==> src/rtl/txg_pkg.sv <==
package txg_pkg;

    // Synchronized view of the asynchronous inputs
    typedef struct packed {
        logic ovr_val;
        logic ovr_v;
        logic bus;
        logic tx;
    } txg_in_t;

    localparam int TXG_IN_W = $bits(txg_in_t);

    // Registered control outputs
    typedef struct packed {
        logic en;
        logic stat;
    } txg_ctl_t;

    localparam txg_ctl_t TXG_CTL_RST = '{en: 1'b0, stat: 1'b1};

endpackage

==> src/rtl/txg_sync.sv <==
module txg_sync #(
    parameter int WIDTH  = 4,
    parameter int STAGES = 2
) (
    input  logic             clk,
    input  logic             rst_n,
    input  logic [WIDTH-1:0] din,
    output logic [WIDTH-1:0] dout
);

    generate
        for (genvar b = 0; b < WIDTH; b++) begin : g_bit
            logic [STAGES-1:0] chain_d;
            logic [STAGES-1:0] chain_q;

            always_comb begin
                chain_d = {chain_q[STAGES-2:0], din[b]};
            end

            always_ff @(posedge clk or negedge rst_n) begin
                if (!rst_n) chain_q <= '0;
                else        chain_q <= chain_d;
            end

            assign dout[b] = chain_q[STAGES-1];
        end
    endgenerate

endmodule

==> src/rtl/txg_monitor.sv <==
module txg_monitor #(
    parameter int CMP_CYC = 4,
    parameter int ENA_CYC = 8,
    parameter int LOW_CYC = 20,
    parameter int REC_CYC = 3
) (
    input  logic clk,
    input  logic rst_n,
    input  logic tx_s,
    input  logic bus_s,
    input  logic hold,
    output logic mis_hit,
    output logic low_hit,
    output logic idle_hit
);

    localparam int MW = $clog2(CMP_CYC + 1);
    localparam int IW = $clog2(ENA_CYC + 1);
    localparam int LW = $clog2(LOW_CYC + 1);
    localparam int HW = $clog2(REC_CYC + 1);

    typedef struct packed {
        logic [MW-1:0] mis;
        logic [IW-1:0] idle;
        logic [LW-1:0] lacc;
        logic [HW-1:0] hi;
        logic          armed;
        logic          tx_prev;
    } mon_t;

    mon_t mon_d, mon_q;

    logic mism, both_hi, fall, rec, timing;

    always_comb begin
        mon_d   = mon_q;
        mism    = tx_s ^ bus_s;
        both_hi = tx_s & bus_s;
        fall    = mon_q.tx_prev & ~tx_s;
        timing  = mon_q.armed | fall;
        rec     = tx_s && (mon_q.hi >= HW'(REC_CYC - 1));

        // hit flags: the current sample completes the window
        mis_hit  = !hold && mism && (mon_q.mis >= MW'(CMP_CYC - 1));
        idle_hit = !hold && both_hi && (mon_q.idle >= IW'(ENA_CYC - 1));
        low_hit  = !hold && timing && !tx_s && (mon_q.lacc >= LW'(LOW_CYC - 1));

        mon_d.tx_prev = tx_s;

        // consecutive mismatch run
        if (hold || !mism)                  mon_d.mis = '0;
        else if (mon_q.mis != MW'(CMP_CYC)) mon_d.mis = mon_q.mis + 1'b1;

        // consecutive idle-high run
        if (hold || !both_hi)                 mon_d.idle = '0;
        else if (mon_q.idle != IW'(ENA_CYC))  mon_d.idle = mon_q.idle + 1'b1;

        // consecutive transmit-high run, used for recovery
        if (hold || !tx_s)                  mon_d.hi = '0;
        else if (mon_q.hi != HW'(REC_CYC))  mon_d.hi = mon_q.hi + 1'b1;

        // accumulated low time since the arming edge
        if (hold || rec) begin
            mon_d.armed = 1'b0;
            mon_d.lacc  = '0;
        end else begin
            if (fall) mon_d.armed = 1'b1;
            if (timing && !tx_s && (mon_q.lacc != LW'(LOW_CYC)))
                mon_d.lacc = mon_q.lacc + 1'b1;
        end
    end

    always_ff @(posedge clk or negedge rst_n) begin
        if (!rst_n) mon_q <= '0;
        else        mon_q <= mon_d;
    end

endmodule

==> src/rtl/txg_ctrl.sv <==
module txg_ctrl
    import txg_pkg::*;
(
    input  logic clk,
    input  logic rst_n,
    input  logic ovr_v_s,
    input  logic ovr_val_s,
    input  logic mis_hit,
    input  logic low_hit,
    input  logic idle_hit,
    output logic drv_en,
    output logic status_out
);

    txg_ctl_t ctl_d, ctl_q;

    always_comb begin
        ctl_d = ctl_q;
        if (ovr_v_s) begin
            ctl_d.en = ~ovr_val_s;
        end else if (ctl_q.en) begin
            if (mis_hit || low_hit) ctl_d.en = 1'b0;
        end else begin
            if (idle_hit) ctl_d.en = 1'b1;
        end
        ctl_d.stat = ~ctl_d.en;
    end

    always_ff @(posedge clk or negedge rst_n) begin
        if (!rst_n) ctl_q <= TXG_CTL_RST;
        else        ctl_q <= ctl_d;
    end

    assign drv_en     = ctl_q.en;
    assign status_out = ctl_q.stat;

endmodule

==> src/rtl/txgate_supervisor.sv <==
module txgate_supervisor
    import txg_pkg::*;
#(
    parameter int SYNC_STAGES = 2,
    parameter int CMP_CYC     = 4,
    parameter int ENA_CYC     = 8,
    parameter int LOW_CYC     = 20,
    parameter int REC_CYC     = 3
) (
    input  logic clk,
    input  logic rst_n,
    input  logic tx_in,
    input  logic bus_in,
    input  logic ovr_valid,
    input  logic ovr_value,
    output logic drv_en,
    output logic status_out
);

    txg_in_t raw_in, syn_in;
    logic    tx_s, bus_s, ovr_v_s, ovr_val_s;
    logic    mis_hit, low_hit, idle_hit;

    always_comb begin
        raw_in.tx      = tx_in;
        raw_in.bus     = bus_in;
        raw_in.ovr_v   = ovr_valid;
        raw_in.ovr_val = ovr_value;
    end

    txg_sync #(
        .WIDTH  (TXG_IN_W),
        .STAGES (SYNC_STAGES)
    ) i_sync (
        .clk   (clk),
        .rst_n (rst_n),
        .din   (raw_in),
        .dout  (syn_in)
    );

    assign tx_s      = syn_in.tx;
    assign bus_s     = syn_in.bus;
    assign ovr_v_s   = syn_in.ovr_v;
    assign ovr_val_s = syn_in.ovr_val;

    txg_monitor #(
        .CMP_CYC (CMP_CYC),
        .ENA_CYC (ENA_CYC),
        .LOW_CYC (LOW_CYC),
        .REC_CYC (REC_CYC)
    ) i_mon (
        .clk      (clk),
        .rst_n    (rst_n),
        .tx_s     (tx_s),
        .bus_s    (bus_s),
        .hold     (ovr_v_s),
        .mis_hit  (mis_hit),
        .low_hit  (low_hit),
        .idle_hit (idle_hit)
    );

    txg_ctrl i_ctrl (
        .clk        (clk),
        .rst_n      (rst_n),
        .ovr_v_s    (ovr_v_s),
        .ovr_val_s  (ovr_val_s),
        .mis_hit    (mis_hit),
        .low_hit    (low_hit),
        .idle_hit   (idle_hit),
        .drv_en     (drv_en),
        .status_out (status_out)
    );

endmodule

==> config.mk <==
export PLATFORM = sky130hd
export DESIGN_NAME = txgate_supervisor
export DESIGN_NICKNAME = d
export VERILOG_FILES = /design/src/rtl/txg_pkg.sv /design/src/rtl/txg_sync.sv /design/src/rtl/txg_monitor.sv /design/src/rtl/txg_ctrl.sv /design/src/rtl/txgate_supervisor.sv
export SDC_FILE = /design/constraint.sdc
export NUM_CORES = 1
export LEC_CHECK = 0
export BUFFER_PORTS_ARGS = -buffer_cell sky130_fd_sc_hd__buf_2
export CORE_MARGIN = 2
export CORE_UTILIZATION = 47
export CTS_BUF_LIST = sky130_fd_sc_hd__clkbuf_8 sky130_fd_sc_hd__clkbuf_16
export DETAILED_ROUTE_END_ITERATION = 7
export PLACE_DENSITY = 0.7
export SLEW_MARGIN = 20
export SYNTH_ARGS = -nofsm -noshare
export SYNTH_HDL_FRONTEND = slang
export SYNTH_SLANG_ARGS = --single-unit
==> constraint.sdc <==
create_clock -name clk -period 3.24 [get_ports clk]
set_input_delay 0.486 -clock clk [delete_from_list [all_inputs] [get_ports clk]]
set_output_delay 0.486 -clock clk [all_outputs]
set_load 0.01 [all_outputs]
Word level (Yosys, flattened, before mapping)
Cells that the tools add are included.
{"block": "totals", "register_bits": 26, "output_inout_bits": 2, "elab_cells": 69}
{"block": "op_classes", "n_addsub": 4, "n_lt_le_gt_ge": 4, "eq_ne": 4, "n_mux": 14, "bitwise_logic": 7, "n_reduce_logical": 24}
{"operator": "$logic_and 1x1->1", "n": 10}
{"operator": "$mux 5", "n": 2}
{"operator": "$reduce_bool 2->1", "n": 5}
{"operator": "$mux 4", "n": 2}
{"operator": "$mux 1", "n": 6}
{"operator": "$mux 3", "n": 2}
{"operator": "$add 5x1->5 const B", "n": 1}
{"operator": "$ge 5x5->1 const B", "n": 1}
{"operator": "$logic_or 1x1->1", "n": 5}
{"operator": "$ne 5x5->1 const B", "n": 1}
{"operator": "$add 4x1->4 const B", "n": 1}
{"operator": "$ge 4x3->1 const B", "n": 1}
{"operator": "$logic_not 1->1", "n": 4}
{"operator": "$mux 2", "n": 2}
{"operator": "$ne 4x4->1 const B", "n": 1}
{"operator": "$add 3x1->3 const B", "n": 1}
{"operator": "$ge 3x2->1 const B", "n": 1}
{"operator": "$ne 3x3->1 const B", "n": 1}
{"operator": "$not 1->1", "n": 3}
{"operator": "$add 2x1->2 const B", "n": 1}
{"operator": "$and 1x1->1", "n": 2}
{"operator": "$ge 2x2->1 const B", "n": 1}
{"operator": "$ne 2x2->1 const B", "n": 1}
{"operator": "$or 1x1->1", "n": 1}
{"operator": "$xor 1x1->1", "n": 1}

Longest topological paths before layout
{"block": "logic_depth", "word_depth": 11, "depth_mapped": 5}

Modules after synthesis
A second synthesis with hierarchy kept.
{"block": "hier_totals", "hier_cells": 113, "area_unflattened_um2": 1238.7}
{"module": "txg_monitor", "instances": 1, "cells_each": 94, "area_per_inst_um2": 918.4}
{"module": "txg_sync", "instances": 1, "cells_each": 12, "area_per_inst_um2": 230.2}
{"module": "txg_ctrl", "instances": 1, "cells_each": 7, "area_per_inst_um2": 90.1}

Least setup slack after synthesis
No wires, ideal clock.
{"block": "synth_timing", "path_type": "flip-flop to flip-flop", "start": "register i_mon.mon_q[4] in the netlist's numbering", "end": "register i_mon.mon_q[7] in the netlist's numbering", "arrival_ns": 1.422, "setup_slack_ns": 1.740, "stages_incl_launch_ff": 6, "n_path_buf": 0, "synth_period_minus_slack_ns": 1.500, "path_cell_list": "dfrtp_1 > inv_1 > ha_1 > and4b_4 > or4_1 > a21oi_1"}
{"block": "synth_between", "elab_chain_cells": 3, "elab_cells_between_ends": 6}
{"element": "start: declaration", "line_no": "txg_monitor.sv:31", "text": "mon_t mon_d, mon_q;"}
{"element": "start signal: assignment", "line_no": "txg_monitor.sv:75", "text": "else mon_q <= mon_d;"}
{"element": "$add 5x1->5 / $ne 5x5->1 (equally long branches)", "line_no": "txg_monitor.sv:69, txg_monitor.sv:68"}
{"element": "$mux 5 / $logic_and 1x1->1 (equally long branches)", "line_no": "txg_monitor.sv:68", "text": "if (timing && !tx_s && (mon_q.lacc != LW'(LOW_CYC)))"}
{"element": "$mux 5 / $reduce_bool 2->1 (equally long branches)"}
Parallel ways exist; a longest one is shown, timed or not. The select of a mux whose other input is x is not followed.
A chain may end at the register's enable or synchronous reset.

Final worst setup path
Same ends and word-level chain as after synthesis.

==> results.md <==
- Rows: 18
- DIE AREA: 2990 sq um
- GR Util All Layers: 17.3%
- Cell count after synthesis: 109
- Sequential area share after synthesis: 54.0%
- Slew Limit Headroom: 63.9%
- Worst Clk Skew: 0.00343 ns
- Status: complete, no violations
- Die height: 54.7 um
- Synth Area in Compound Gates: 11.8%
- Crit path DAT: 1.83 ns
- Int Pwr: 523 uW
- PD cells: 488 nW/um^2
- Critical Path Start Type: flip-flop
- First-pass GRT wire length: 3.54 mm
- FF-to-FF setup slack: 1.61 ns
- Vias per cell: 5.40
- Clock Path Buffers: 2
- Multiplexer area fraction after synthesis: 0.829%
- Worst flop-to-flop path startpoint: i_mon.mon_q[4]
- Drt first pass iters: 4
- Worst-skew pair later-pin latency: 0.27 ns
- F_max: 0.615 GHz
- Die width: 54.7 um
- Final ANT Viol Nets: 0
- Critical Path Max Stage Delay: 0.46 ns
- CTS tree: done
- Crit. path cell count: 5
- WL final: 1.92 mm
- RSZ-0062 raised after global routing: false
- DR vias: 810
- Root buf cell: clkbuf_8
- Iter 0 DRT Violations: 4
- Final Cell Area: 1350 sq um
- DR WL/cell: 12.8 um
- Worst reg2reg path depth: 5
- Async S/R FF share, synth: 100%
- Resize count post-CTS: 0
- Mapped Nets: 125
- Final setup violation count: 0
- Critical path endpoint: i_mon.mon_q[7]
- Initial Util: 49.2%
- #FFs+latches synth: 26
- Combinational Power Share: 7.1%
- Switching portion of total power: 20.7%
- CP required: 3.44 ns
- WP buf/inv: 1
- YS warnings: 0
- EDFF count, synth: 0
- Post-Place Cell Area: 1280 sq um
- GR Overflow Total: 0
- Synth Area in XOR/XNOR: 2.90%
- Nets@finish: 137
- Kind of cell adding the most delay to the critical path: simple AND/OR/NAND/NOR gates
- Main combinational cell family by area after synthesis: simple AND/OR/NAND/NOR gates
- Slowest-stage cell, CP: or4_1
- Setup TNS: 0 ns
- WS Path Type: reg -> reg
- Fin. max-slew vios: 0
- Vias in the first global route: 817
- Post-synthesis simple-gate area fraction: 17.0%
- LEAKAGE: 0.000618 uW
- # Post-CTS Setup Buffers: 0
- Avg Cell Area, Syn: 11.1 sq um
- Worst-Margin Slew: 0.541 ns
- # DRC: 0
- H-tree depth: 1
- Cts-stage hold buffer count: 0
- Placer Congestion: 0.811
- Worst R2R End: i_mon.mon_q[7]
- Clk sinks: 26
- CP Cell Sequence: inv_1 -> ha_1 -> and4b_4 -> or4_1 -> a21oi_1
- Clock transition at path regs: 0.09 ns
- P&R area growth vs syn: 11.9%
- Fin crit period: 1.63 ns
- VDD IR-drop max: 0.000496 V
- Layout cells sized above 1: 13.3%
- Clock share of power: 39.9%
- Max Cap Viol: 0
- Core footprint: 2450 sq um
- NetSw: 137 uW
- Ys flop type: dfrtp_1
- HPWL after DPL: 1.33 mm
- Largest net degree at the start of global routing: 27
- IO buf count: 7
- Adder-cell share of the synthesized area: 10.4%
- Clock buffer count from CTS: 3
- Initial antenna violation count: 0
- Final Hold Viols: 0
- Crit end category: flip-flop
- Seq pwr share: 53.1%
- Synthesized area: 1210 sq um
- CP Launch Point: i_mon.mon_q[4]
- Ports: 8
- N_diodes: 0
- Synth unique cells: 31
- Hold Slack: 0.188 ns
- Tcrit/Tclk final: 50.2%
- Critical path peak fanout: 5
- Worst hold-check path type: in -> async
==> logic make-up after synthesis <==
kind of cell,Yosys count
flip-flops,26
AO/OA/AOI/OAI,23
adder cells (fa/ha/maj),10
XOR/XNOR,4
AND/OR/NAND/NOR,35
multiplexers,1
buffers and inverters,10
==> area by class of cell <==
class | count | area, sq um
fillers | 221 | 1100
well taps | 30 | 37.5
clock inverters | 1 | 30.0
repair buffers | 7 | 35.0
inverters | 10 | 37.5
multi-input cells | 73 | 518
flip-flops and latches | 26 | 652
clock buffers | 3 | 41.3
==> worst min path at each step <==
stage	startpoint	slack, ns	cells past startpoint	endpoint
2_1_floorplan	rst_n	0.19	0	i_ctrl.drv_en
3_3_place_gp	i_sync.g_bit[0].chain_q[0]	0.33	0	i_sync.g_bit[0].chain_q[1]
3_5_place_dp	i_sync.g_bit[1].chain_q[0]	0.34	0	i_sync.g_bit[1].chain_q[1]
4_1_cts	rst_n	0.21	1	i_sync.g_bit[3].chain_q[0]
5_1_grt	rst_n	0.25	1	i_sync.g_bit[3].chain_q[0]
6_report	rst_n	0.19	1	i_mon.mon_q[2]
==> stage by stage <==
stage | utilization (%) | total power, uW | instances | worst slack, ns
2_1_floorplan | - | 383 | 109 | 1.74
3_3_place_gp | 52.1 | 400 | 146 | 1.71
3_5_place_dp | 52.1 | 403 | 146 | 1.66
4_1_cts | 55.0 | 668 | 150 | 1.62
5_1_grt | 55.0 | 693 | 150 | 1.52
6_report | 55.0 | 660 | 150 | 1.61
==> layout by cell type, fill, tap and decap left out, types with 3 or more instances in the layout <==
cell / netlist / layout
nand2b_1: 6 / 6
a21oi_1: 12 / 12
nand3_1: 5 / 5
ha_1: 10 / 10
dfrtp_1: 25 / 25
buf_2: 0 / 7
nand3b_1: 3 / 3
o21ai_0: 3 / 3
nand2_1: 3 / 3
nor2_1: 8 / 8
inv_1: 10 / 10
clkbuf_8: 0 / 3
==> Yosys cell counts, drive strengths merged (3+ instances only) <==
| cell type | n | share of area [%] |
|---|---|---|
| nand2 | 3 | 0.93 |
| ha | 10 | 10 |
| inv | 10 | 3.1 |
| nand3b | 3 | 1.9 |
| nand3 | 5 | 2.1 |
| dfrtp | 25 | 52 |
| nor2 | 8 | 2.5 |
| nand2b | 6 | 3.1 |
| a21oi | 12 | 5.0 |
| o21ai | 3 | 1.2 |
==> power groups by stage <==
stage	clock, uW	combinational [uW]	sequential, uW
finish	263	46.6	350
global route	285	54.9	353
CTS	269	48.2	350
detailed placement	0	46.5	357
global placement	0	44.5	356
floorplan	0	28.1	355
==> state kept, by name, indices dropped and copies added, names as in the netlist <==
register              flops
i_ctrl.drv_en             1
i_ctrl.status_out         1
i_mon.mon_q              16
i_sync.g_bit.chain_q      8
==> layer usage <==
layer  vias up  global-route usage [%]  share of wire (%)
met3         6                    2.73                3.3
met4         0                    11.7                4.0
li1        397                       -                  -
met5         -                       0                  0
met2        14                    27.6                 50
met1       393                    21.4                 43
Power figures use the tool's default switching activity.
